`src/rtl/intc_pkg.sv`:
```
package intc_pkg;
  localparam int unsigned LVL_W = 4;
  localparam int unsigned LVL_N = (1 << LVL_W) - 1;
  localparam logic [LVL_W-1:0] LVL_FLIP = '1;

  function automatic logic [15:0] vec_code(input int unsigned idx,
                                           input logic [15:0] base,
                                           input logic [15:0] step);
    return base + 16'(idx) * step;
  endfunction
endpackage

```
`src/rtl/intc_src_cell.sv`:
```
module intc_src_cell #(
  parameter int unsigned       CNT_W = 2,
  parameter logic [CNT_W-1:0]  MAX   = '0
) (
  input  logic             clk_i,
  input  logic             rst_ni,
  input  logic             set_i,
  input  logic             clr_i,
  input  logic             up_i,
  input  logic             dn_i,
  input  logic             force_i,
  output logic             asrt_o,
  output logic [CNT_W-1:0] cnt_o,
  output logic             pend_o,
  output logic             pend_d_o
);
  logic [CNT_W-1:0] cnt_q, cnt_adj, cnt_d;
  logic             asrt_q, asrt_d, pend_q;

  always_comb begin
    cnt_adj = cnt_q;
    if (up_i && !dn_i && cnt_q != MAX)      cnt_adj = cnt_q + 1'b1;
    else if (dn_i && !up_i && cnt_q != '0)  cnt_adj = cnt_q - 1'b1;
    cnt_d = cnt_adj;
    // level strobe turns the selected chain entry on when nothing enabled it
    if (force_i && cnt_adj == '0 && MAX != '0) cnt_d = cnt_adj + 1'b1;
  end

  always_comb begin
    asrt_d = asrt_q;
    if (set_i)      asrt_d = 1'b1;
    else if (clr_i) asrt_d = 1'b0;
  end

  assign pend_d_o = asrt_d && (cnt_d == MAX);

  always_ff @(posedge clk_i or negedge rst_ni) begin
    if (!rst_ni) begin
      cnt_q  <= '0;
      asrt_q <= 1'b0;
      pend_q <= 1'b0;
    end else begin
      cnt_q  <= cnt_d;
      asrt_q <= asrt_d;
      pend_q <= pend_d_o;
    end
  end

  assign asrt_o = asrt_q;
  assign cnt_o  = cnt_q;
  assign pend_o = pend_q;
endmodule

```
`src/rtl/intc_pend_cnt.sv`:
```
module intc_pend_cnt #(
  parameter int unsigned N  = 23,
  parameter int unsigned CW = $clog2(N + 1)
) (
  input  logic          clk_i,
  input  logic          rst_ni,
  input  logic [N-1:0]  pend_q_i,
  input  logic [N-1:0]  pend_d_i,
  output logic [CW-1:0] cnt_o,
  output logic          irq_o
);
  logic [N-1:0]  rise, fall;
  logic [CW-1:0] cnt_q, cnt_d;
  logic          irq_q;

  assign rise  = pend_d_i & ~pend_q_i;
  assign fall  = pend_q_i & ~pend_d_i;
  assign cnt_d = cnt_q + CW'($countones(rise)) - CW'($countones(fall));

  always_ff @(posedge clk_i or negedge rst_ni) begin
    if (!rst_ni) begin
      cnt_q <= '0;
      irq_q <= 1'b0;
    end else begin
      cnt_q <= cnt_d;
      irq_q <= (cnt_d != '0);
    end
  end

  assign cnt_o = cnt_q;
  assign irq_o = irq_q;
endmodule

```
`src/rtl/intc_vec_sel.sv`:
```
module intc_vec_sel #(
  parameter int unsigned N        = 23,
  parameter int unsigned CW       = $clog2(N + 1),
  parameter int unsigned VEC_W    = 16,
  parameter logic [15:0] VEC_BASE = 16'h0200,
  parameter logic [15:0] VEC_STEP = 16'h0020
) (
  input  logic             clk_i,
  input  logic             rst_ni,
  input  logic [N-1:0]     pend_i,
  input  logic [CW-1:0]    cnt_i,
  input  logic             query_i,
  input  logic [3:0]       imask_i,
  output logic             valid_o,
  output logic [VEC_W-1:0] vec_o,
  output logic             err_o
);
  logic             hit, search;
  int unsigned      idx;
  logic [VEC_W-1:0] vec_d;
  logic             valid_q, err_q;
  logic [VEC_W-1:0] vec_q;

  always_comb begin
    hit = 1'b0;
    idx = 0;
    for (int i = N - 1; i >= 0; i--) begin
      if (pend_i[i]) begin
        hit = 1'b1;
        idx = i;
      end
    end
  end

  assign search = query_i && (imask_i != 4'hF);
  assign vec_d  = VEC_W'(intc_pkg::vec_code(idx, VEC_BASE, VEC_STEP));

  always_ff @(posedge clk_i or negedge rst_ni) begin
    if (!rst_ni) begin
      valid_q <= 1'b0;
      err_q   <= 1'b0;
      vec_q   <= '0;
    end else begin
      valid_q <= search && hit;
      err_q   <= search && !hit && (cnt_i != '0);
      if (search && hit) vec_q <= vec_d;
    end
  end

  assign valid_o = valid_q;
  assign vec_o   = vec_q;
  assign err_o   = err_q;
endmodule

```
`src/rtl/intc_cnt_agg.sv`:
```
module intc_cnt_agg #(
  parameter int unsigned               N_GEN     = 8,
  parameter int unsigned               CNT_W     = 2,
  parameter logic [N_GEN*CNT_W-1:0]    GEN_MAX   = 16'hD899,
  parameter logic [CNT_W-1:0]          CHAIN_MAX = 2'd1,
  parameter int unsigned               VEC_W     = 16,
  parameter logic [15:0]               VEC_BASE  = 16'h0200,
  parameter logic [15:0]               VEC_STEP  = 16'h0020,
  localparam int unsigned              N_SRC     = N_GEN + intc_pkg::LVL_N,
  localparam int unsigned              CW        = $clog2(N_SRC + 1)
) (
  input  logic             clk_i,
  input  logic             rst_ni,
  input  logic [N_GEN-1:0] src_level_i,
  input  logic [N_SRC-1:0] en_up_i,
  input  logic [N_SRC-1:0] en_dn_i,
  input  logic             lvl_we_i,
  input  logic [3:0]       lvl_i,
  input  logic             query_i,
  input  logic [3:0]       imask_i,
  output logic             irq_o,
  output logic [CW-1:0]    pend_cnt_o,
  output logic             vec_valid_o,
  output logic [VEC_W-1:0] vec_o,
  output logic             vec_err_o
);
  logic [N_SRC-1:0]       set, clr, frc, asrt_q, pend_q, pend_d;
  logic [N_SRC*CNT_W-1:0] cnt_flat;
  logic [3:0]             lvl_pos;

  assign lvl_pos = lvl_i ^ intc_pkg::LVL_FLIP;

  for (genvar g = 0; g < N_SRC; g++) begin : g_src
    if (g < N_GEN) begin : g_gen
      assign set[g] = src_level_i[g] && !asrt_q[g];
      assign clr[g] = !src_level_i[g] && asrt_q[g];
      assign frc[g] = 1'b0;
      intc_src_cell #(.CNT_W(CNT_W), .MAX(GEN_MAX[g*CNT_W +: CNT_W])) u_cell (
        .clk_i, .rst_ni,
        .set_i(set[g]), .clr_i(clr[g]),
        .up_i(en_up_i[g]), .dn_i(en_dn_i[g]), .force_i(frc[g]),
        .asrt_o(asrt_q[g]), .cnt_o(cnt_flat[g*CNT_W +: CNT_W]),
        .pend_o(pend_q[g]), .pend_d_o(pend_d[g]));
    end else begin : g_lvl
      logic hit;
      assign hit    = lvl_we_i && (lvl_pos == 4'(g - N_GEN));
      assign set[g] = hit;
      assign clr[g] = lvl_we_i && !hit;
      assign frc[g] = hit;
      intc_src_cell #(.CNT_W(CNT_W), .MAX(CHAIN_MAX)) u_cell (
        .clk_i, .rst_ni,
        .set_i(set[g]), .clr_i(clr[g]),
        .up_i(en_up_i[g]), .dn_i(en_dn_i[g]), .force_i(frc[g]),
        .asrt_o(asrt_q[g]), .cnt_o(cnt_flat[g*CNT_W +: CNT_W]),
        .pend_o(pend_q[g]), .pend_d_o(pend_d[g]));
    end
  end

  intc_pend_cnt #(.N(N_SRC), .CW(CW)) u_cnt (
    .clk_i, .rst_ni,
    .pend_q_i(pend_q), .pend_d_i(pend_d),
    .cnt_o(pend_cnt_o), .irq_o(irq_o));

  intc_vec_sel #(.N(N_SRC), .CW(CW), .VEC_W(VEC_W),
                 .VEC_BASE(VEC_BASE), .VEC_STEP(VEC_STEP)) u_vec (
    .clk_i, .rst_ni,
    .pend_i(pend_q), .cnt_i(pend_cnt_o),
    .query_i, .imask_i,
    .valid_o(vec_valid_o), .vec_o(vec_o), .err_o(vec_err_o));
endmodule

```
`config.mk`:
```
export PLATFORM = sky130hd
export DESIGN_NAME = intc_cnt_agg
export DESIGN_NICKNAME = d
export VERILOG_FILES = /design/src/rtl/intc_pkg.sv /design/src/rtl/intc_src_cell.sv /design/src/rtl/intc_pend_cnt.sv /design/src/rtl/intc_vec_sel.sv /design/src/rtl/intc_cnt_agg.sv
export SDC_FILE = /design/constraint.sdc
export NUM_CORES = 1
export LEC_CHECK = 0
export BUFFER_PORTS_ARGS = -buffer_cell sky130_fd_sc_hd__buf_2
export CORE_MARGIN = 2
export CORE_UTILIZATION = 59
export DETAILED_ROUTE_END_ITERATION = 8
export PLACE_DENSITY = 0.83
export SYNTH_ARGS = -nofsm -noshare
export SYNTH_HDL_FRONTEND = slang
export SYNTH_HIERARCHICAL = 1
export SYNTH_SLANG_ARGS = --single-unit
```
`constraint.sdc`:
```
create_clock -name clk_i -period 19.8 [get_ports clk_i]
set_input_delay 4.95 -clock clk_i [delete_from_list [all_inputs] [get_ports clk_i]]
set_output_delay 4.95 -clock clk_i [all_outputs]
set_load 0.005 [all_outputs]
```
**After elaboration in Yosys (flattened, before gate mapping)**

Cells that the tools add are included.

- Add/sub/neg operators: 108
- Multipliers: 0
- Divide/modulo/power cells: 0
- Magnitude comparators: 0
- Eq/ne operators: 59
- Shift operators: 0
- Multiplexer cells: 153
- Bitwise gates (word level): 5
- Reductions and logical operators: 300

Operator list:

| operator | number |
|---|---|
| $logic_and A1 B1 Y1 | 180 |
| $mux W2 | 61 |
| $mux W5 | 23 |
| $add A5 B5 Y5 | 21 |
| $logic_not A1 Y1 | 78 |
| $add A2 B1 Y2 const B | 38 |
| $mux W1 | 69 |
| $and A23 B23 Y23 | 2 |
| $not A23 Y23 | 2 |
| $reduce_bool A2 Y1 | 23 |
| $sub A2 B1 Y2 const B | 23 |
| $add A1 B1 Y2 | 22 |
| $eq A2 B1 Y1 const B | 18 |
| $ne A2 B1 Y1 const B | 18 |
| $logic_not A2 Y1 | 16 |
| $eq A4 B4 Y1 const B | 7 |
| $eq A4 B3 Y1 const B | 4 |
| $add A10 B10 Y11 const A | 1 |
| $add A5 B1 Y5 | 2 |
| $reduce_bool A5 Y1 | 2 |
| $eq A2 B2 Y1 const B | 4 |
| $eq A4 B2 Y1 const B | 2 |
| $ne A2 B2 Y1 const B | 4 |
| $sub A5 B5 Y5 | 1 |
| 4 further kinds | 4 |

- Flip-flop bits (word level): 116
- Latch bits: 0
- Memory bits (writable): 0
- ROM bits: 0
- Bits of input ports: 66
- Output and inout bits: 24
- Logic and storage cells: 699
- Memories: 0

**Depth between registers and ports, before layout**

- Word-level depth: 26
- Gate-level depth with buffers: 28
- Mapped depth without buffers: 28

**By module**

Netlist, hierarchy kept.

By module, submodules not included:

| module | instances | cells each | area an instance (um^2) | seq. area each (um^2) |
|---|---|---|---|---|
| intc_src_cell (g_src[0].g_gen.u_cell ...) | 18 | 33 | 307.8 | 100.1 |
| intc_pend_cnt | 1 | 157 | 1615.3 | 150.1 |
| intc_src_cell (g_src[1].g_gen.u_cell ...) | 3 | 32 | 310.3 | 100.1 |
| intc_vec_sel | 1 | 83 | 659.4 | 200.2 |
| intc_cnt_agg | 1 | 66 | 374.1 | 0.0 |
| intc_src_cell (g_src[7].g_gen.u_cell) | 1 | 33 | 284.0 | 100.1 |
| intc_src_cell (g_src[4].g_gen.u_cell) | 1 | 17 | 192.7 | 100.1 |

**Worst setup path after synthesis**

No wires, ideal clock.

- Path kind: input to register
- From: in en_dn_i[18]
- To: reg u_cnt.irq_q, in the netlist u_cnt/irq_o
- Library setup time: 131 ps
- Arrival time: 11579 ps
- Required time: 19669 ps
- Setup slack: 8090 ps
- Stages on the path: 24
- Path buffers: 0
- Cells stage by stage: nor2_1 > a22oi_2 > xnor2_1 > inv_1 > ha_1 > or2_2 > o32ai_2 > nor2b_1 > fa_1 > fa_1 > inv_1 > fa_1 > fa_1 > fa_1 > inv_1 > fa_1 > fa_1 > inv_1 > ha_1 > fa_1 > a21o_1 > a21oi_1 > xnor2_1 > or3_1

- Word-level cells in the longest chain between the ends: 17

RTL lines:

| item | RTL line | text |
|---|---|---|
| start, declared | intc_cnt_agg.sv:16 | `input logic [N_SRC-1:0] en_dn_i,` |
| $logic_and A1 B1 Y1 or $logic_not A1 Y1 (tied branches) | intc_src_cell.sv:23, intc_src_cell.sv:22 |  |
| $logic_and A1 B1 Y1, on equally long branches | intc_src_cell.sv:23, intc_src_cell.sv:22 |  |
| $mux W2 or $logic_and A1 B1 Y1 (tied branches) | intc_src_cell.sv:23, intc_src_cell.sv:22 |  |
| $mux W2 (*) | intc_src_cell.sv:22 | `if (up_i && !dn_i && cnt_q != MAX) cnt_adj = cnt_q + 1'b1;` |
| parallel branches: the longest is 2 deep, another holds $add A2 B1 Y2 | - |  |
| $mux W2 (*) | intc_src_cell.sv:26 | `if (force_i && cnt_adj == '0 && MAX != '0) cnt_d = cnt_adj + 1'b1;` |
| $eq A2 B1 Y1 (*) | intc_src_cell.sv:35 | `assign pend_d_o = asrt_d && (cnt_d == MAX);` |
| $logic_and A1 B1 Y1 (*) | intc_src_cell.sv:35 |  |
| net pend_d[18] | intc_cnt_agg.sv:27 | `logic [N_SRC-1:0] set, clr, frc, asrt_q, pend_q, pend_d;` |
| $and A23 B23 Y23 or $not A23 Y23 (tied branches) | intc_pend_cnt.sv:16, intc_pend_cnt.sv:17 |  |
| $add A1 B1 Y2 (not written as such) or $and A23 B23 Y23 (tied branches) | intc_pend_cnt.sv:18, intc_pend_cnt.sv:17 |  |
| $add A5 B5 Y5 (not written as such) or $add A1 B1 Y2 (tied branches) | intc_pend_cnt.sv:18 | `assign cnt_d = cnt_q + CW'($countones(rise)) - CW'($countones(fall));` |
| $add A5 B5 Y5 (not written as such) (2 in series) | intc_pend_cnt.sv:18 |  |
| $add A5 B5 Y5 | intc_pend_cnt.sv:18 |  |
| $sub A5 B5 Y5 (*) | intc_pend_cnt.sv:18 |  |
| net u_cnt.cnt_d[4] | intc_pend_cnt.sv:13 | `logic [CW-1:0] cnt_q, cnt_d;` |
| $reduce_bool A5 Y1 (*) | intc_pend_cnt.sv:26 | `irq_q <= (cnt_d != '0);` |
| end signal, assigned | intc_pend_cnt.sv:26 |  |
| end, declared | intc_pend_cnt.sv:14 | `logic irq_q;` |

Mark *: on every way through the listed nets, which the timed path passes.
A chain may end at the register's enable or synchronous reset.

**Final worst setup path**

- From: in en_dn_i[8]
- To: reg u_cnt.irq_q, in the netlist u_cnt/irq_o

- Word-level cells in the longest chain between the ends: 18

RTL lines:

| item | RTL line |
|---|---|
| $logic_and A1 B1 Y1 or $logic_not A1 Y1 (tied branches) | intc_src_cell.sv:23, intc_src_cell.sv:22 |
| $logic_and A1 B1 Y1, on equally long branches | intc_src_cell.sv:23, intc_src_cell.sv:22 |
| $mux W2 or $logic_and A1 B1 Y1 (tied branches) | intc_src_cell.sv:23, intc_src_cell.sv:22 |
| $mux W2 (*) | intc_src_cell.sv:22 |
| parallel branches: the longest is 2 deep, another holds $add A2 B1 Y2 | - |
| $mux W2 (*) | intc_src_cell.sv:26 |
| $eq A2 B1 Y1 (*) | intc_src_cell.sv:35 |
| $logic_and A1 B1 Y1 (*) | intc_src_cell.sv:35 |
| net pend_d[8] | intc_cnt_agg.sv:27 |
| $and A23 B23 Y23 or $not A23 Y23 (tied branches) | intc_pend_cnt.sv:16, intc_pend_cnt.sv:17 |
| $add A1 B1 Y2 (not written as such) or $and A23 B23 Y23 (tied branches) | intc_pend_cnt.sv:18, intc_pend_cnt.sv:17 |
| $add A5 B5 Y5 (not written as such) or $add A1 B1 Y2 (tied branches) | intc_pend_cnt.sv:18 |
| $add A5 B5 Y5 (not written as such) (3 in series) | intc_pend_cnt.sv:18 |
| $add A5 B5 Y5 | intc_pend_cnt.sv:18 |
| $sub A5 B5 Y5 (*) | intc_pend_cnt.sv:18 |
| net u_cnt.cnt_d[4] | intc_pend_cnt.sv:13 |
| $reduce_bool A5 Y1 (*) | intc_pend_cnt.sv:26 |

Marked as above.

==> results.yml <==
logic_synthesis:
  synth_top_area_cell: "dfrtp_1"
  yosys_warnings: 6
  synth-edff-count: 0
  yosysSeqAreaShare_pct: 27.6
  synth_top_area_share_pct: 27.6
  synthFlopType: "dfrtp_1"
  synth-seq-cells: 106
  yosys-top-cells-area: "dfrtp_1, ha_1, fa_1, inv_1, a21oi_1"
  async_flop_share_pct: 100
  synthesis.area_mm2: 0.00960
  synthDistinctLibCells: 62
  avgSynthCellArea_um2: 9.17
  syn-instance-count: 1046
placed_design:
  dp_slack_ps: 7440
  routabilityCongestion: 0.852
  port_buffers: 79
  place_hpwl_um: 15700
floorplan:
  initial_utilization_pct: 60.4
  die_area_mm2: 0.0173
  io_pins: 90
  dieHeight_um: 132
  rows: 46
  die_x_um: 132
  core_area_mm2: 0.0159
critical_path:
  critPathKind: "in -> reg"
  start_kind: "primary input"
  cp.required_ps: 20030
  end_kind: "flip-flop"
  crit_fanout: 5
  worstPathArrival_ps: 12280
clock_network:
  clock_path_buffers: 2
  root_buffer: "clkbuf_16"
  worstSkewPairLatency_ps: 350
  cts-buffers-inserted: 9
  clkTransAtPathRegs_ps: 70
  post_cts_resized: 0
  cts_max_level: 3
  clock-sinks: 106
  cts_tree: "built"
  post_cts_buffers: 0
  hold_buffers: 0
timing:
  period_minus_slack_ps: 12050
  worst_pin_slew_ps: 707
  fin_skew_ps: 6.66
  tns_ps: 0
  finalCritPeriodShare_pct: 60.9
  rsz0062_at_grt: "false"
  drv_slew: 0
  fin_ws_ps: 7750
  hold_violations: 0
  max-slew-margin-rel_pct: 52.9
  finalSetupViolCount: 0
  fmax_mhz: 83.0
drt:
  ant_nets: 0
  wl_per_cell_um: 14.4
  drtIter0Drc: 340
  drcViolationCount: 0
  num_vias: 7602
  first_pass_iters: 5
  routed_wl_um: 19700
  viasPerCell: 5.56
layout:
  final_cell_mix: "inv_1, dfrtp_1, a21oi_1, buf_2, ha_1"
  drive_gt1_share_pct: 14.7
  mostFrequentLayoutCell: "inv_1"
  regArea_mm2: 0.00265
  nNetsFinal: 1329
  num_antenna_cells: 0
  multi_input_area_mm2: 0.00626
  fill_cells: 1304
  syn2layout_area_growth_pct: 10.0
run:
  cap_violations: 0
worst_hold_path:
  worstHoldPathType: "reg -> reg"
global_route:
  grt_pass1_vias: 7574
  grt_use_total_pct: 23.6
  grt_max_degree: 57
  grt_pass1_wl_um: 33800
  overflow: 0
  antenna_found_initial: 0
run_status:
  status: "finished clean"
registers in the layout (all words and copies together), names as in the netlist:
| register | flops |
|---|---|
| u_vec/err_o | 1 |
| u_vec/vec_o | 6 |
| u_cnt/irq_o | 1 |
| u_cnt/cnt_o | 5 |
| g_src.g_gen.u_cell/cnt_o | 16 |
| g_src.g_gen.u_cell/asrt_o | 8 |
| g_src.g_lvl.u_cell/pend_o | 15 |
| u_vec/valid_o | 1 |
| g_src.g_gen.u_cell/pend_o | 8 |
| g_src.g_lvl.u_cell/cnt_o | 30 |
| g_src.g_lvl.u_cell/asrt_o | 15 |
logic make-up after synthesis:
kind of cell             after synthesis  share of synthesized area, %
flip-flops                           106                          27.6
multiplexers                          18                          1.88
XOR/XNOR                              48                          4.52
adder cells (fa/ha/maj)              116                          18.3
AO/OA/AOI/OAI                        279                          22.6
other                                  2                        0.0783
AND/OR/NAND/NOR                      283                          17.0
buffers and inverters                194                          8.11
cell type report:
class	count	share of cell area [%]
timing repair buffer	80	3.84
clock buffer	12	2.33
tap	216	2.56
multi-input combinational	771	59.3
sequential	106	25.1
inverter	179	6.36
clock inverter	4	0.486
cell usage after synthesis, drive strengths merged, types with 6 or more instances:
cell    number
inv        179
dfrtp      106
a21oi       94
ha          76
nor2        70
nor2b       44
xnor2       41
fa          40
nand2       34
nand2b      30
a31oi       24
nor4b       24
a221oi      22
o21a        22
a21boi      18
a22oi       18
mux2i       18
o211ai      18
o32ai       18
or2         18
or2b        18
buf         15
o21ai       12
nor3         9
a21o         7
xor2         6
final timing paths:
path | start | endpoint | slack (ps) | depth (start not counted)
max in group asynchronous | rst_ni | g_src[3].g_gen.u_cell/cnt_o[1] | 14030 | 2
hold / removal | u_vec/vec_o[6] | u_vec/vec_o[6] | 480 | 2
setup / recovery | en_dn_i[8] | u_cnt/irq_o | 7750 | 26
hold reg to reg | u_vec/vec_o[6] | u_vec/vec_o[6] | 480 | 2
min in group asynchronous | rst_ni | g_src[22].g_lvl.u_cell/cnt_o[1] | 4620 | 1
setup reg to reg | g_src[8].g_lvl.u_cell/cnt_o[1] | u_cnt/irq_o | 11800 | 27
through the flow:
step	utilization, %	hold slack (ps)	instances	instance area (um^2)
CTS	66.5	492	1368	10600
finish	66.5	480	1368	10600
global route	66.5	522	1368	10600
floorplan	-	469	1071	9690
detailed placement	64.6	467	1352	10300
global placement	64.6	462	1352	10300
layer usage:
metal  GRT usage [%]  wire, um  share of wire, %  vias to the layer above
met1            31.4      9190                47                     3644
met4            6.64       398               2.0                        0
met2            40.2      9430                48                      135
met3            3.59       670               3.4                       31
li1                -         -                 -                     3792
met5               0         0                 0                        -
worst max-delay path: stages:
cell and delay (ps):
buf_2 130, nor2_1 200, a22oi_2 140, xnor2_1 340, inv_1 90, ha_1 300, or2_2 310, o32ai_2 400
nor2b_1 230, fa_1 430, inv_1 80, fa_1 440, fa_1 530, inv_1 60, fa_1 470, fa_1 490
inv_1 50, fa_1 520, fa_1 590, inv_1 50, ha_1 220, fa_1 400, a21o_1 190, a21oi_1 170
xnor2_1 100, or3_1 390
Power is left out: the tool's default activity adds up to more than one toggle a clock period on the data nets, which glitch-free logic cannot reach.
